$ cat config.mk
export PLATFORM = sky130hd
export DESIGN_NAME = pc_seq_unit
export DESIGN_NICKNAME = d
export VERILOG_FILES = /design/src/rtl/pc_seq_pkg.sv /design/src/rtl/pc_hold_latch.sv /design/src/rtl/pc_ret_stack.sv /design/src/rtl/pc_next_sel.sv /design/src/rtl/pc_seq_unit.sv
export SDC_FILE = /design/constraint.sdc
export NUM_CORES = 1
export LEC_CHECK = 0
export BUFFER_PORTS_ARGS = -buffer_cell sky130_fd_sc_hd__buf_2
export CORE_MARGIN = 2
export CORE_UTILIZATION = 33
export DETAILED_ROUTE_END_ITERATION = 8
export PLACE_DENSITY = 0.49
export SLEW_MARGIN = 20
export SYNTH_ARGS = -nofsm -noshare
export SYNTH_HDL_FRONTEND = slang
export SYNTH_SLANG_ARGS = --single-unit
$ cat constraint.sdc
create_clock -name clk -period 6.1 [get_ports clk]
set_clock_uncertainty 0.2 [all_clocks]
set_input_delay 1.525 -clock clk [delete_from_list [all_inputs] [get_ports clk]]
set_output_delay 1.525 -clock clk [all_outputs]
set_load 0.05 [all_outputs]
$ cat src/rtl/pc_seq_pkg.sv
`timescale 1ns/1ps
package pc_seq_pkg;
  typedef enum logic [2:0] {
    OP_STEP  = 3'd0,
    OP_JUMP  = 3'd1,
    OP_CALL  = 3'd2,
    OP_RET   = 3'd3,
    OP_RETL  = 3'd4,
    OP_RETI  = 3'd5,
    OP_LOWWR = 3'd6,
    OP_RSVD  = 3'd7
  } pc_op_e;

  typedef struct packed {
    logic redirect;
    logic push;
    logic pop;
    logic gie;
  } pc_ctl_t;
endpackage

$ cat src/rtl/pc_hold_latch.sv
`timescale 1ns/1ps
module pc_hold_latch #(
  parameter int LAT_W = 5
) (
  input  logic             clk,
  input  logic             rst_n,
  input  logic             we,
  input  logic [LAT_W-1:0] wdata,
  output logic [LAT_W-1:0] q
);
  always_ff @(posedge clk or negedge rst_n) begin
    if (!rst_n) q <= '0;
    else if (we) q <= wdata;
  end

  AST_LAT_HOLD: assert property (@(posedge clk) disable iff (!rst_n)
    !we |=> q == $past(q));
endmodule

$ cat src/rtl/pc_ret_stack.sv
`timescale 1ns/1ps
module pc_ret_stack #(
  parameter int AW    = 13,
  parameter int DEPTH = 8
) (
  input  logic          clk,
  input  logic          rst_n,
  input  logic          push,
  input  logic          pop,
  input  logic [AW-1:0] push_data,
  output logic [AW-1:0] top_o
);
  localparam int PTR_W = (DEPTH > 1) ? $clog2(DEPTH) : 1;
  localparam logic [PTR_W-1:0] LAST = PTR_W'(DEPTH - 1);

  logic [AW-1:0]    ent [DEPTH];
  logic [PTR_W-1:0] sp;
  logic [PTR_W-1:0] sp_inc, sp_dec;

  // Circular pointer arithmetic that also holds for depths that are not powers of two
  always_comb begin
    sp_inc = (sp == LAST) ? '0 : sp + 1'b1;
    sp_dec = (sp == '0) ? LAST : sp - 1'b1;
  end

  assign top_o = ent[sp_dec];

  always_ff @(posedge clk or negedge rst_n) begin
    if (!rst_n) begin
      sp <= '0;
      for (int i = 0; i < DEPTH; i++) ent[i] <= '0;
    end else if (push) begin
      ent[sp] <= push_data;
      sp      <= sp_inc;
    end else if (pop) begin
      sp <= sp_dec;
    end
  end

  AST_PUSH_READBACK: assert property (@(posedge clk) disable iff (!rst_n)
    push |=> top_o == $past(push_data));
  AST_PUSH_POP_EXCL: assert property (@(posedge clk) disable iff (!rst_n)
    !(push && pop));
endmodule

$ cat src/rtl/pc_next_sel.sv
`timescale 1ns/1ps
module pc_next_sel
  import pc_seq_pkg::*;
#(
  parameter int PC_W  = 13,
  parameter int LIT_W = 11,
  parameter int LOW_W = 8
) (
  input  pc_op_e                op,
  input  logic [PC_W-1:0]       pc,
  input  logic [PC_W-LOW_W-1:0] lat,
  input  logic [LIT_W-1:0]      lit,
  input  logic [LOW_W-1:0]      low_data,
  input  logic [PC_W-1:0]       stack_top,
  output logic [PC_W-1:0]       nxt_pc,
  output pc_ctl_t               ctl
);
  localparam int LAT_W = PC_W - LOW_W;
  localparam int JHI   = PC_W - LIT_W;

  logic [PC_W-1:0] far_tgt, comp_tgt;

  // Jump/call target: page bits come from the top of the latch
  assign far_tgt  = {lat[LAT_W-1 -: JHI], lit};
  // Computed jump: the whole upper part comes from the latch
  assign comp_tgt = {lat, low_data};

  always_comb begin
    nxt_pc = pc + 1'b1;
    ctl    = '0;
    unique case (op)
      OP_JUMP: begin
        nxt_pc       = far_tgt;
        ctl.redirect = 1'b1;
      end
      OP_CALL: begin
        nxt_pc       = far_tgt;
        ctl.redirect = 1'b1;
        ctl.push     = 1'b1;
      end
      OP_RET, OP_RETL: begin
        nxt_pc       = stack_top;
        ctl.redirect = 1'b1;
        ctl.pop      = 1'b1;
      end
      OP_RETI: begin
        nxt_pc       = stack_top;
        ctl.redirect = 1'b1;
        ctl.pop      = 1'b1;
        ctl.gie      = 1'b1;
      end
      OP_LOWWR: begin
        nxt_pc       = comp_tgt;
        ctl.redirect = 1'b1;
      end
      default: ;
    endcase
  end
endmodule

$ cat src/rtl/pc_seq_unit.sv
`timescale 1ns/1ps
module pc_seq_unit
  import pc_seq_pkg::*;
#(
  parameter int PC_W    = 13,
  parameter int LIT_W   = 11,
  parameter int LOW_W   = 8,
  parameter int STACK_D = 8,
  parameter int LAT_W   = PC_W - LOW_W
) (
  input  logic             clk,
  input  logic             rst_n,
  input  logic [2:0]       op_i,
  input  logic [LIT_W-1:0] lit_i,
  input  logic [LOW_W-1:0] low_wdata_i,
  input  logic             lat_we_i,
  input  logic [LAT_W-1:0] lat_wdata_i,
  output logic [PC_W-1:0]  pc_o,
  output logic [LOW_W-1:0] pcl_o,
  output logic [LAT_W-1:0] lat_o,
  output logic             gie_set_o,
  output logic             flush_o
);
  logic [PC_W-1:0] pc_q, nxt_pc, stack_top;
  logic            flush_q, gie_q;
  pc_op_e          op_eff;
  pc_ctl_t         ctl;

  // The word fetched in a flush cycle is discarded, so its code is not acted on
  assign op_eff = flush_q ? OP_STEP : pc_op_e'(op_i);

  pc_hold_latch #(.LAT_W(LAT_W)) u_latch (
    .clk   (clk),
    .rst_n (rst_n),
    .we    (lat_we_i & ~flush_q),
    .wdata (lat_wdata_i),
    .q     (lat_o)
  );

  pc_next_sel #(.PC_W(PC_W), .LIT_W(LIT_W), .LOW_W(LOW_W)) u_sel (
    .op        (op_eff),
    .pc        (pc_q),
    .lat       (lat_o),
    .lit       (lit_i),
    .low_data  (low_wdata_i),
    .stack_top (stack_top),
    .nxt_pc    (nxt_pc),
    .ctl       (ctl)
  );

  pc_ret_stack #(.AW(PC_W), .DEPTH(STACK_D)) u_stack (
    .clk       (clk),
    .rst_n     (rst_n),
    .push      (ctl.push),
    .pop       (ctl.pop),
    .push_data (pc_q),
    .top_o     (stack_top)
  );

  always_ff @(posedge clk or negedge rst_n) begin
    if (!rst_n) begin
      pc_q    <= '0;
      flush_q <= 1'b0;
      gie_q   <= 1'b0;
    end else begin
      pc_q    <= nxt_pc;
      flush_q <= ctl.redirect;
      gie_q   <= ctl.gie;
    end
  end

  assign pc_o      = pc_q;
  assign pcl_o     = pc_q[LOW_W-1:0];
  assign flush_o   = flush_q;
  assign gie_set_o = gie_q;

  AST_STEP_INC: assert property (@(posedge clk) disable iff (!rst_n)
    (!flush_o && (op_i == 3'd0 || op_i == 3'd7)) |=> pc_o == $past(pc_o) + 1'b1);
  AST_JUMP_LIT: assert property (@(posedge clk) disable iff (!rst_n)
    (!flush_o && op_i == 3'd1) |=> pc_o[LIT_W-1:0] == $past(lit_i));
  AST_LOWWR_PAGE: assert property (@(posedge clk) disable iff (!rst_n)
    (!flush_o && op_i == 3'd6) |=> pc_o[PC_W-1:LOW_W] == $past(lat_o));
  AST_GIE_SOURCE: assert property (@(posedge clk) disable iff (!rst_n)
    gie_set_o |-> ($past(op_i) == 3'd5 && !$past(flush_o)));
  AST_FLUSH_SINGLE: assert property (@(posedge clk) disable iff (!rst_n)
    flush_o |=> !flush_o);
  AST_FLUSH_STEP: assert property (@(posedge clk) disable iff (!rst_n)
    flush_o |=> pc_o == $past(pc_o) + 1'b1);
endmodule

=== Yosys cells after proc, flatten, opt, wreduce, memory -nomap -nowiden ===
Index checks and enable logic that the tools add are counted.

* Register bits after elaboration: 127
* Bits in latches: 0
* Bits in writable memories: 0
* Memory bits (read-only): 0
* Output and inout bits: 28
* Memories kept: 0

* $add $sub $neg: 3
* Multiply operators: 0
* Div/mod/pow operators: 0
* $lt $le $gt $ge: 3
* Eq/ne operators: 7
* Shift operators: 0
* Multiplexer cells: 16
* Bitwise gates (word level): 4
* Reduce and logical (&&, ||, !) cells: 6

{| class="wikitable"
|+ Operator list
! operator !! number
|-
| bitwise mux 104 bit || 1
|-
| binary-select mux 13 bit (select 3 bit) || 1
|-
| demux 13 bit (select 3 bit) || 1
|-
| 2-to-1 mux 13 bit || 3
|-
| case mux 13 bit (3 select lines) || 1
|-
| 2-to-1 mux 3 bit || 5
|-
| adder 13 x 1 -> 13 bit (second input constant) || 1
|-
| equality test 3 bit (second input constant) || 4
|-
| >= comparator 4 bit (second input constant) || 2
|-
| inverter 3 -> 4 bit || 2
|-
| equality test 3 x 2 -> 1 bit (second input constant) || 2
|-
| OR reduction 6 bit || 1
|-
| < comparator 4 x 1 -> 1 bit (second input constant) || 1
|-
| 2-to-1 mux 1 bit || 4
|-
| adder 3 x 1 -> 3 bit (second input constant) || 1
|-
| equality test 3 x 1 -> 1 bit (second input constant) || 1
|-
| logical NOT 3 bit || 1
|-
| OR reduction 3 bit || 1
|-
| subtractor 3 x 1 -> 3 bit (second input constant) || 1
|-
| nonzero test 2 bit || 1
|-
| OR reduction 2 bit || 1
|-
| AND 1 bit || 1
|-
| logical AND 1 bit || 1
|-
| inverter 1 bit || 1
|}

=== Depth between registers and ports, before layout ===
Gate-level depths: netlist of run 1.

* Depth after elaboration: 7
* Gate-level depth with buffers: 11
* Gate-level depth less buffers: 7

=== By module ===
Synthesis of run 1 repeated with hierarchy kept, for this count alone.

* Cell total of the unflattened synthesis: 510
* Area total of the unflattened synthesis: 6640.1 µm²

{| class="wikitable"
|+ Modules (own cells, without submodules)
! module !! instances !! cells each !! area an instance (µm²)
|-
| pc_ret_stack || 1 || 345 || 5109.9
|-
| pc_next_sel || 1 || 128 || 888.4
|-
| pc_seq_unit || 1 || 27 || 460.4
|-
| pc_hold_latch || 1 || 10 || 181.4
|}

=== Worst setup path after synthesis of run 1 ===
No wires, ideal clock.

* Path type: input -> register
* From: in op_i[0]
* To: reg u_stack.ent[50] in the netlist's numbering
* Library setup time: 0.125 ns
* Arrival time: 2.814 ns
* Data required time: 5.775 ns
* Setup slack: 2.961 ns
* Stages: 6
* Buffers on the path: 1
* Cells stage by stage: nand2b_2 -> nor3_4 -> nand2_2 -> nor3b_4 -> buf_4 -> mux2_2

* Word-level cells in the longest chain between the ends: 3

{| class="wikitable"
|+ RTL lines
! what !! RTL line !! text
|-
| from (decl) || pc_seq_unit.sv:13 || <nowiki>input logic [2:0] op_i,</nowiki>
|-
| 2-to-1 mux 3 bit || pc_seq_unit.sv:30 || <nowiki>assign op_eff = flush_q ? OP_STEP : pc_op_e'(op_i);</nowiki>
|-
| equality test 3 x 2 -> 1 bit || pc_next_sel.sv:31 || <nowiki>unique case (op)</nowiki>
|-
| 2-to-1 mux 1 bit || pc_next_sel.sv:31 ||
|-
| to (signal, indexed assignment) || pc_ret_stack.sv:33 || <nowiki>ent[sp] <= push_data;</nowiki>
|-
| to (decl) || pc_ret_stack.sv:16 || <nowiki>logic [AW-1:0] ent [DEPTH];</nowiki>
|}

No other way between the ends.
A chain may end at the register's enable or synchronous reset.

=== Worst setup path after layout of run 1 ===
* From: in op_i[0]
* To: reg u_stack.ent[18] in the netlist's numbering

The elaborated chain is that of the path after synthesis.

==> results.md, run 1 <==
- The final design utilization is 0.391.
- The final net count is 528.
- The layout cell share with drive strength beyond 1 is 0.470.
- In this run, distinct cell masters in the synthesized netlist total 50.
- The final instance area is 7290 um^2.
- The floorplan step defined a core boundary enclosing 18600 um^2.
- Across the run, the number of max-cap violations was 0.
- The first detailed-routing pass ran for 4 iterations.
- During I/O placement, the number of pins put on the boundary was 58.
- TritonCTS built the clock tree.
- The number of gates resized after CTS was 0.
- The mean area per synthesized cell is 13.7 um^2.
- The adder and majority cell fraction of the synthesized area is 0.00998.
- For this block, the initial DRC count from the detailed router was 197.
- The clock net in this run drives a total of 127 sinks.
- Summed over all layers, the global routing overflow is 0.
- The share of synthesized area occupied by flip-flops and latches is 0.507.
- The placement-stage worst setup slack is 1.69 ns.
- The number of buffers inserted by hold repair at cts is 0.
- The pin count of the biggest net entering global routing is 51.
- Clock-pin slew was measured on the worst setup and hold paths at 0.06 ns.
- The nature of the critical path endpoint is a register.
- The clock period could shrink to 3.99 ns.
- The count of buffers inserted at the top-level ports is 57.
- After technology mapping, the gate count stands at 459.
- The static leakage is 3.35 nW.
- The number of buffers inserted to repair setup after CTS is 0.
- The post-route antenna net violation count is 0.
- The synthesized design spends more area on one cell type than any other, namely sky130_fd_sc_hd__dfrtp_1.
- The global routing usage summed across all routing layers is 0.161.
- The slew at the pin with the worst max-slew slack is 1.10 ns.
- Among all flip-flop cells after synthesis, the most frequent one is sky130_fd_sc_hd__dfrtp_1.
- The share of flip-flops with an asynchronous set or reset after synthesis is 1.00.
- The source-to-sink clock delay at the later pin of the worst-skew pair is 0.41 ns.
- Of the total synthesized cell area, the portion taken by AND, OR, NAND and NOR gates is 0.0693.
- By area the synthesized netlist is led by sky130_fd_sc_hd__dfrtp_1 (51%), sky130_fd_sc_hd__mux2_2 (19%), sky130_fd_sc_hd__mux4_2 (9.3%).
- The startpoint-to-endpoint class of the critical path is input port to register.
- The number of global-route vias before repair is 4022.
- The congestion estimate from routability-driven global placement came to 0.743.
- The peak ir drop on the vdd network is 0.000227 V.
- The setup TNS is 0 ns.
- The number of antenna violations at the first check in global routing is 0.
- The synthesis warning total is 0.
- The die area is 20100 um^2.
- The area growth from synthesis to layout is 16.3%.
- The total clock buffers created by CTS is 17.
- The sort of element at the start of the critical path is an input port.
- The routed via count divided by cell count is 5.22.
- The worst min-delay path class is register to register.
- The synthesized netlist net count is 494.
- The number of standard cells in the final layout excluding fillers is 740.
- The share of the synthesized area in compound gates (AO/OA/AOI/OAI) came to 0.0595.
- The run finished with clean final reports.
- Setup slack closes at 2.11 ns.
- The final count of negative-setup-slack endpoints is 0.
- Once placement finished, the instance area stood at 6640 um^2.
- Counting along the longest clock path gives a buffer depth of 2.
- Clock tree synthesis selected as its root buffer the cell sky130_fd_sc_hd__clkbuf_16.
- The final antenna diode count is 0.
- The synthesized flop and latch total is 127.
- For this configuration, the core starts out at a cell density of 0.336.
- Static timing analysis puts the maximum clock frequency at 0.251 GHz.
- The final-report hold violation count came to 0.
- Counting the fill cells in the layout gives 1793.
- The total vias in the final route is 3866.
- After floorplanning, the core was divided into 50 placement rows.
- Data arrives at the worst endpoint at 4.08 ns.
- The data required time at the worst endpoint is 6.19 ns.
- The remaining design rule violation count is 0.
- The final HPWL from detailed placement is 9.68 mm.
- From left edge to right edge, the die measures 142 um.
- The overall power after layout is 3.69 mW.
- The number of max-slew violations in the final report was 0.
- In this run the tightest slew margin relative to its limit is 0.268.
- Counting tap cells, the placed design contains a total of 708 instances.
- The areal power density over the cells is 507 nW/um^2.
- In this run, synthesis inferred 0 flip-flops with an integrated enable.
- Hold timing on the final database bottoms out at a slack of 0.279 ns.
- Setup repair after global routing left no endpoint under its margin.
- After synthesis, the largest family of logic cells by area is multiplexers.
- The share of synthesized area spent on multiplexers is 0.293.
- In this run the number of H-tree levels came out at 4.
- The global-route wire length before repair is 24.2 mm.
- The cell area after technology mapping is 6270 um^2.
- In the finished design, the share of the clock period the worst path needs comes to 0.654.
- After detailed routing, the average wire length per cell comes to 20.6 um.
- Measured along the y axis, the die boundary spans 142 um.
- Of the total synthesized cell area, the portion taken by XOR and XNOR cells is 0.0154.
- The total routed wirelength is 15.2 mm.
- The share of the synthesized area in the top cell type is 0.507.
- Of all nets on the critical path, the largest fanout is 13.
==> synth_stat cells (2+ instances only) <==
library cell / n
sky130_fd_sc_hd__a31oi_1: 5
sky130_fd_sc_hd__nor2_1: 16
sky130_fd_sc_hd__mux2_2: 105
sky130_fd_sc_hd__nand4_4: 2
sky130_fd_sc_hd__o21ai_0: 8
sky130_fd_sc_hd__a22oi_1: 5
sky130_fd_sc_hd__buf_6: 2
sky130_fd_sc_hd__inv_1: 7
sky130_fd_sc_hd__ha_1: 5
sky130_fd_sc_hd__buf_2: 13
sky130_fd_sc_hd__a21oi_1: 14
sky130_fd_sc_hd__mux2i_1: 7
sky130_fd_sc_hd__nor3_2: 3
sky130_fd_sc_hd__nand3_1: 4
sky130_fd_sc_hd__buf_1: 2
sky130_fd_sc_hd__nor3_1: 5
sky130_fd_sc_hd__nand4_1: 3
sky130_fd_sc_hd__o22ai_1: 4
sky130_fd_sc_hd__nor2b_1: 10
sky130_fd_sc_hd__mux4_2: 26
sky130_fd_sc_hd__and3_1: 2
sky130_fd_sc_hd__nand2_1: 12
sky130_fd_sc_hd__xor2_1: 5
sky130_fd_sc_hd__o221ai_1: 5
sky130_fd_sc_hd__xnor2_1: 6
sky130_fd_sc_hd__a221o_1: 6
sky130_fd_sc_hd__buf_4: 14
sky130_fd_sc_hd__dfrtp_1: 127
sky130_fd_sc_hd__clkbuf_1: 14
sky130_fd_sc_hd__nand2b_1: 2
==> registers in the layout, summed over array words and instances, names as in the netlist <==
register / count
flush_o: 1
gie_set_o: 1
pc_o: 13
u_latch.q: 5
u_stack.ent: 104
u_stack.sp: 3
==> cells by family after synthesis <==
kind of cell,after synthesis
mux,138
compound gates,55
simple gates,70
flops,127
buf+inv,53
xor+xnor,11
fa+ha+maj,5
==> layout make-up <==
class / instances / area (um^2) / share of cell area
Sequential cell: 127 / 3180 / 0.436
Multi-Input combinational cell: 279 / 2820 / 0.387
Clock buffer: 18 / 439 / 0.0603
Timing Repair Buffer: 60 / 310 / 0.0426
Tap cell: 234 / 293 / 0.0402
Clock inverter: 14 / 213 / 0.0292
Inverter: 8 / 32.5 / 0.00446
==> cells in the final DEF (no fill, tap or decap), types with 3 or more instances in the layout <==
master                      Yosys  routed
sky130_fd_sc_hd__a21oi_1       14      14
sky130_fd_sc_hd__a221o_1        6       6
sky130_fd_sc_hd__a22oi_1        5       5
sky130_fd_sc_hd__a31oi_1        5       5
sky130_fd_sc_hd__buf_2         13      56
sky130_fd_sc_hd__buf_4         14       4
sky130_fd_sc_hd__bufinv_16      0       5
sky130_fd_sc_hd__clkbuf_16      0      17
sky130_fd_sc_hd__clkinv_2       0       4
sky130_fd_sc_hd__clkinv_4       0       3
sky130_fd_sc_hd__dfrtp_1      127     127
sky130_fd_sc_hd__ha_1           5       5
sky130_fd_sc_hd__inv_1          7       7
sky130_fd_sc_hd__mux2_2       105     105
sky130_fd_sc_hd__mux2i_1        7       7
sky130_fd_sc_hd__mux4_2        26      26
sky130_fd_sc_hd__nand2_1       12      12
sky130_fd_sc_hd__nand3_1        4       4
sky130_fd_sc_hd__nand4_1        3       3
sky130_fd_sc_hd__nor2_1        16      15
sky130_fd_sc_hd__nor2b_1       10      10
sky130_fd_sc_hd__nor3_1         5       5
sky130_fd_sc_hd__nor3_4         1       3
sky130_fd_sc_hd__o21ai_0        8       8
sky130_fd_sc_hd__o221ai_1       5       5
sky130_fd_sc_hd__o22ai_1        4       4
sky130_fd_sc_hd__xnor2_1        6       6
sky130_fd_sc_hd__xor2_1         5       5
==> worst max-delay path, cell delays in order <==
cell and delay, ns:
sky130_fd_sc_hd__buf_2 0.13, sky130_fd_sc_hd__nand2b_2 0.31, sky130_fd_sc_hd__nor3_4 0.52, sky130_fd_sc_hd__nand2_2 0.25, sky130_fd_sc_hd__nor2_2 0.91, sky130_fd_sc_hd__mux2_2 0.43
==> power by group <==
group          internal, mW  total, mW  switching, mW
Combinational         0.529       1.17          0.638
Sequential             1.13       1.42          0.291
Clock                 0.736       1.11          0.372
Total                  2.39       3.69           1.30
==> path summary, 6_finish.rpt <==
check / startpoint / endpoint / slack, ns / cells after the start
worst max-delay path: op_i[0] / u_stack.ent[18] / 2.11 / 6
worst min-delay path: u_stack.ent[11] / u_stack.ent[11] / 0.28 / 2
worst max register to register: u_stack.sp[0] / pc_o[8] / 2.70 / 7
worst min register to register: u_stack.ent[11] / u_stack.ent[11] / 0.28 / 2
max in group asynchronous: rst_n / pc_o[11] / 3.73 / 2
min in group asynchronous: rst_n / u_stack.ent[87] / 0.96 / 1
==> routing by layer <==
metal | up-vias | track usage | part of all wire
met5 | - | 0 | 0
met2 | 91 | 0.255 | 0.47
met1 | 2013 | 0.226 | 0.48
li1 | 1757 | - | -
met4 | 0 | 0.0363 | 0.0050
met3 | 5 | 0.0402 | 0.045
Note: power is estimated with default switching activity, not from simulation.
==> run 2, diff against run 1 <==
--- a/config.mk
+++ b/config.mk
@@ -5,6 +5,7 @@
 export SDC_FILE = /design/constraint.sdc
 export NUM_CORES = 1
 export LEC_CHECK = 0
+export ABC_AREA = 1
 export BUFFER_PORTS_ARGS = -buffer_cell sky130_fd_sc_hd__buf_2
 export CORE_MARGIN = 2
 export CORE_UTILIZATION = 33
==> constraint.sdc (replaced) <==
create_clock -name clk -period 3.87 [get_ports clk]
set_clock_uncertainty 0.2 [all_clocks]
set_input_delay 0.9675 -clock clk [delete_from_list [all_inputs] [get_ports clk]]
set_output_delay 0.9675 -clock clk [all_outputs]
set_load 0.05 [all_outputs]
==> run 2 against run 1 <==
Area after synthesis increased by 3.0%. Sequential cell count unchanged. Critical path depth increased by 3. Utilization increased by 0.10 points. Sequential share of layout area decreased by 1.7 points. First-iteration DRC count increased by 77%. Setup slack got worse by 0.91 ns. Largest power group is now combinational logic. Highest routed layer unchanged.
==> results.md, run 2 <==
- The internal power is 3.98 mW (+66%).
- Summed over all instances, the cell type with the most area after synthesis is sky130_fd_sc_hd__dfrtp_1.
- The final routed wire length divided by cell count was 15.7 um (-23%).
- The peak ir drop on the vdd network was 0.000322 V (+42%).
- The maximum fanout along the worst path is 26 (+13).
- The count of clock tree sinks is 127 (unchanged).
- The fill cell total of the finished layout is 2053 (+15%).
- The delay contributed by the slowest stage of the critical path came to 0.65 ns (-0.26 ns).
- The number of iterations in the first detailed-routing pass is 5 (+1).
- The area of the multi-input gates came to 2810 um^2 (-0.53%).
- The count of different cell masters after synthesis is 28 (-44%).
- The slew at the pin with the worst max-slew slack is 0.842 ns (-0.255 ns).
- The clock tree from TritonCTS is built.
- The placement-stage worst setup slack is 1.10 ns (-0.586 ns).
- The final worst slack is 1.20 ns (-0.910 ns).
- The vertical die dimension is 144 um (+1.5%).
- The critical path goes through inv_1 -> ha_1 -> inv_1 -> a21oi_4 -> o21ai_1 -> nand2_1 -> nand2_1 -> nand3_1 -> nand2_1.
- The cell seen most often among critical-path stages is sky130_fd_sc_hd__nand2_1.
- The fraction of the mapped netlist area in simple logic gates came to 0.296 (+0.226).
- The number of buffers inserted to repair setup after CTS is 0 (unchanged).
- The setup path with the least slack is of type register to register.
- The final weighted congestion in routability-driven placement is 0.794 (+6.7%).
- The data required time at the worst endpoint is 3.98 ns (-2.21 ns).
- Leaving out fill and tap cells, the most frequent cell in the layout is sky130_fd_sc_hd__nand2_1.
- The fraction of power consumed by the clock network came to 0.248 (-0.052).
- The number of max-slew violations in the final report came to 0 (unchanged).
- The combinational fraction of design power is 0.442 (+0.126).
- The total routed wirelength is 18.5 mm (+21%).
- The pin count of the biggest net entering global routing is 68 (+33%).
- The count of buffers inserted at the top-level ports is 57 (unchanged).
- The cell area after technology mapping came to 6460 um^2 (+3.0%).
- The layout-stage area growth over the synthesis result is 17.4%.
- The final instance area came to 7580 um^2 (+4.0%).
- The reg-to-reg endpoint is pc_o[0].
- The final count of negative-setup-slack endpoints is 0 (unchanged).
- The mean area per synthesized cell was 7.55 um^2 (-45%).
- By area, the combinational part of the netlist is dominated by simple AND/OR/NAND/NOR gates.
- The routed via count divided by cell count is 4.70 (-10%).
- The count of cells along the worst register-to-register path is 9 (+2).
- The upper clock frequency limit is 0.375 GHz.
- Dividing the final minimum period by the clock period gives 0.689.
- In this run the clock root is driven by a sky130_fd_sc_hd__clkbuf_16.
- The number of buffers inserted by hold repair at cts is 0 (unchanged).
- The share of synthesized area occupied by flip-flops and latches is 0.492 (-0.0148).
- The combined buffer and inverter count along the critical path is 2 (+1).
- The switching share of power came to 0.449 (+0.0965).
- The count of flip-flops with a built-in enable after synthesis is 0 (unchanged).
- The arrival time reported for the critical path endpoint is 2.78 ns (-1.30 ns).
- The final-report hold violation count was 0 (unchanged).
- The setup TNS is 0 ns (unchanged).
- The remaining design rule violation count is 0 (unchanged).
- The share of the synthesized area in the top cell type was 0.492 (-0.0148).
- The post-route antenna net violation count is 0 (unchanged).
- The worst-case clock buffer depth came to 2 (unchanged).
- The global-route wire length before repair is 28.8 mm (+19%).
- The number of antenna violations at the first check in global routing was 0 (unchanged).
- The count of standard-cell rows came to 51 (+2.0%).
- The fraction of synthesized cell area in xor and xnor cells is 0.00814 (-0.00723).
- The kind of cell with the highest combined delay on the critical path is compound AO/OA/AOI/OAI gates.
- The normalized max-slew margin came to 0.439 (+0.171).
- The sink of the worst hold path is u_stack.ent[28].
- The net switching component of the power came to 3.24 mW (+150%).
- The synthesis warning total is 0 (unchanged).
- The DRC marker count from the first detailed-route iteration came to 349 (+77%).
- Ranked by instance count, the synthesized netlist is headed by sky130_fd_sc_hd__nand2_1 (304), sky130_fd_sc_hd__o21ai_0 (129), sky130_fd_sc_hd__dfrtp_1 (127).
- The share of flip-flops with an asynchronous set or reset after synthesis came to 1.00 (unchanged).
- The portion of total power attributed to sequential cells is 0.311 (-0.073).
- The final net count is 930 (+76%).
- The source-to-sink clock delay at the later pin of the worst-skew pair is 0.43 ns (+0.02 ns).
- The worst setup path is launched from a register.
- The total I/O pin count is 58 (unchanged).
- The core footprint is 19300 um^2 (+3.7%).
- The run finished with clean final reports.
- The final HPWL from detailed placement is 11.5 mm (+19%).
- The maximum level of the CTS H-tree is 4 (unchanged).
- The total clock buffers created by CTS is 17 (unchanged).
- The reg2reg setup slack is 1.20 ns (-1.50 ns).
- Among all flip-flop cells after synthesis, the most frequent one is sky130_fd_sc_hd__dfrtp_1.
- The total vias in the final route was 5513 (+43%).
- The share of synthesized area spent on multiplexers was 0.00872 (-0.285).
- The area taken by flip-flops and latches is 3180 um^2 (about the same).
- The areal power density over the cells is 952 nW/um^2 (+88%).
- The final period demand of the worst path is 2.67 ns.
- The share of the synthesized area in compound gates (AO/OA/AOI/OAI) is 0.113 (+0.0531).
- The largest individual stage delay along the critical path comes from the cell sky130_fd_sc_hd__a21oi_4.
- The initial cell density of the core is 0.334 (-0.00226).
- Ranked by total cell area, the synthesized netlist is headed by sky130_fd_sc_hd__dfrtp_1 (49%), sky130_fd_sc_hd__nand2_1 (18%), sky130_fd_sc_hd__o21ai_0 (10%).
- The hold path startpoint is u_stack.ent[28].
- The number of flip-flops under the largest register name is 104 (unchanged).
- The register with the most flip-flops in the final layout is u_stack.ent.
- The library cells used most frequently in the layout, excluding fill and tap cells, are sky130_fd_sc_hd__nand2_1 (304), sky130_fd_sc_hd__o21ai_0 (129), sky130_fd_sc_hd__dfrtp_1 (126).
- The adder and majority cell fraction of the synthesized area is 0.00969 (-0.000292).
- The synthesized netlist cell count is 855 (+86%).
- The overall power after layout came to 7.22 mW (+95%).
- The overall die width is 144 um (+1.5%).
- The launching point of the worst reg2reg path is u_stack.sp[1].
- The worst hold path stage count is 2 (unchanged).
- The cell area after placement was 6920 um^2 (+4.3%).
- The worst setup path is captured at a register.
- The worst min-delay path class is register to register.
- The final antenna diode count is 0 (unchanged).
- The static leakage came to 3.76 nW (+12%).
- The global routing usage summed across all routing layers is 0.187 (+0.0259).
- The number of global-route vias before repair is 5026 (+25%).
- The die area is 20700 um^2 (+2.9%).
- The most common cell in the netlist is sky130_fd_sc_hd__nand2_1.
- The number of max-cap violations is 0 (unchanged).
- The synthesized netlist net count came to 890 (+80%).
- The total of cells resized after clock tree synthesis is 0 (unchanged).
- The logic depth of the worst path, buffers included is 9 (+3).
- The residual overflow from global routing is 0 (unchanged).
- Setup repair after global routing left no endpoint under its margin.
- The layout cell share with drive strength beyond 1 was 0.132 (-0.338).
- The clock input transition at the sequential cells of the worst setup and hold paths is 0.06 ns (about the same).
- The synthesized flop and latch total is 127 (unchanged).
==> run 2: changes by cell type after synthesis, sizes merged, moves of 7 or more <==
cell,previous run,this run
a21oi,14,2
inv,8,61
mux2,105,5
mux2i,7,0
mux4,26,0
nand2,13,306
nand3,5,55
nor2,17,92
nor2b,10,0
nor3,9,0
o21ai,8,138
==> run 2: worst max-delay path by stage <==
stage                  startpoint  slack, ns               to
CTS                 u_stack.sp[1]       1.21          pc_o[0]
global route        u_stack.sp[1]       0.90          pc_o[6]
finish              u_stack.sp[1]       1.20          pc_o[0]
global placement          op_i[1]       1.11  u_stack.ent[22]
floorplan           u_stack.sp[0]       1.59         pc_o[11]
detailed placement        op_i[1]       1.10  u_stack.ent[15]
==> run 2: cell families after synthesis <==
| logic type | count (synthesis) |
|---|---|
| buffers and inverters | 109 |
| XOR/XNOR | 6 |
| multiplexers | 5 |
| adder cells (fa/ha/maj) | 5 |
| AO/OA/AOI/OAI | 142 |
| AND/OR/NAND/NOR | 461 |
| flip-flops | 127 |
==> run 2: metrics by stage <==
stage	instances	hold WS (ns)	utilization
finish	1173	0.280	0.392
CTS	1173	0.282	0.392
global route	1173	0.294	0.392
floorplan	855	0.248	-
detailed placement	1141	0.268	0.358
global placement	1141	0.261	0.358
==> run 2: power groups by stage <==
| stage | Combinational (mW) | Sequential [mW] | Clock [mW] |
|---|---|---|---|
| detailed placement | 3.21 | 2.25 | 0 |
| CTS | 3.23 | 2.24 | 1.83 |
| global route | 3.65 | 2.31 | 1.89 |
| finish | 3.19 | 2.24 | 1.79 |
| global placement | 3.22 | 2.25 | 0 |
| floorplan | 2.15 | 2.43 | 0 |
==> run 2: cell type report <==
| type | count | area share |
|---|---|---|
| Multi-Input combinational cell | 619 | 0.370 |
| Inverter | 62 | 0.0309 |
| Timing Repair Buffer | 68 | 0.0489 |
| Sequential cell | 127 | 0.420 |
| Tap cell | 265 | 0.0438 |
| Clock inverter | 11 | 0.0244 |
| Clock buffer | 21 | 0.0621 |
==> run 2: per-layer routing <==
metal | GRT usage | part of all wire | vias up | routed length [um]
li1 | - | - | 2799 | -
met1 | 0.259 | 0.48 | 2605 | 8870
met2 | 0.293 | 0.47 | 87 | 8710
met3 | 0.0363 | 0.033 | 22 | 609
met4 | 0.0650 | 0.015 | 0 | 277
met5 | 0 | 0 | - | 0
==> run 2: worst register-to-register path, cell delays in order, from the launching register on <==
cell and delay, ns:
sky130_fd_sc_hd__dfrtp_1 0.51, sky130_fd_sc_hd__inv_1 0.20, sky130_fd_sc_hd__ha_1 0.35, sky130_fd_sc_hd__inv_1 0.08, sky130_fd_sc_hd__a21oi_4 0.65, sky130_fd_sc_hd__o21ai_1 0.18, sky130_fd_sc_hd__nand2_1 0.10, sky130_fd_sc_hd__nand2_1 0.05
sky130_fd_sc_hd__nand3_1 0.17, sky130_fd_sc_hd__nand2_1 0.08
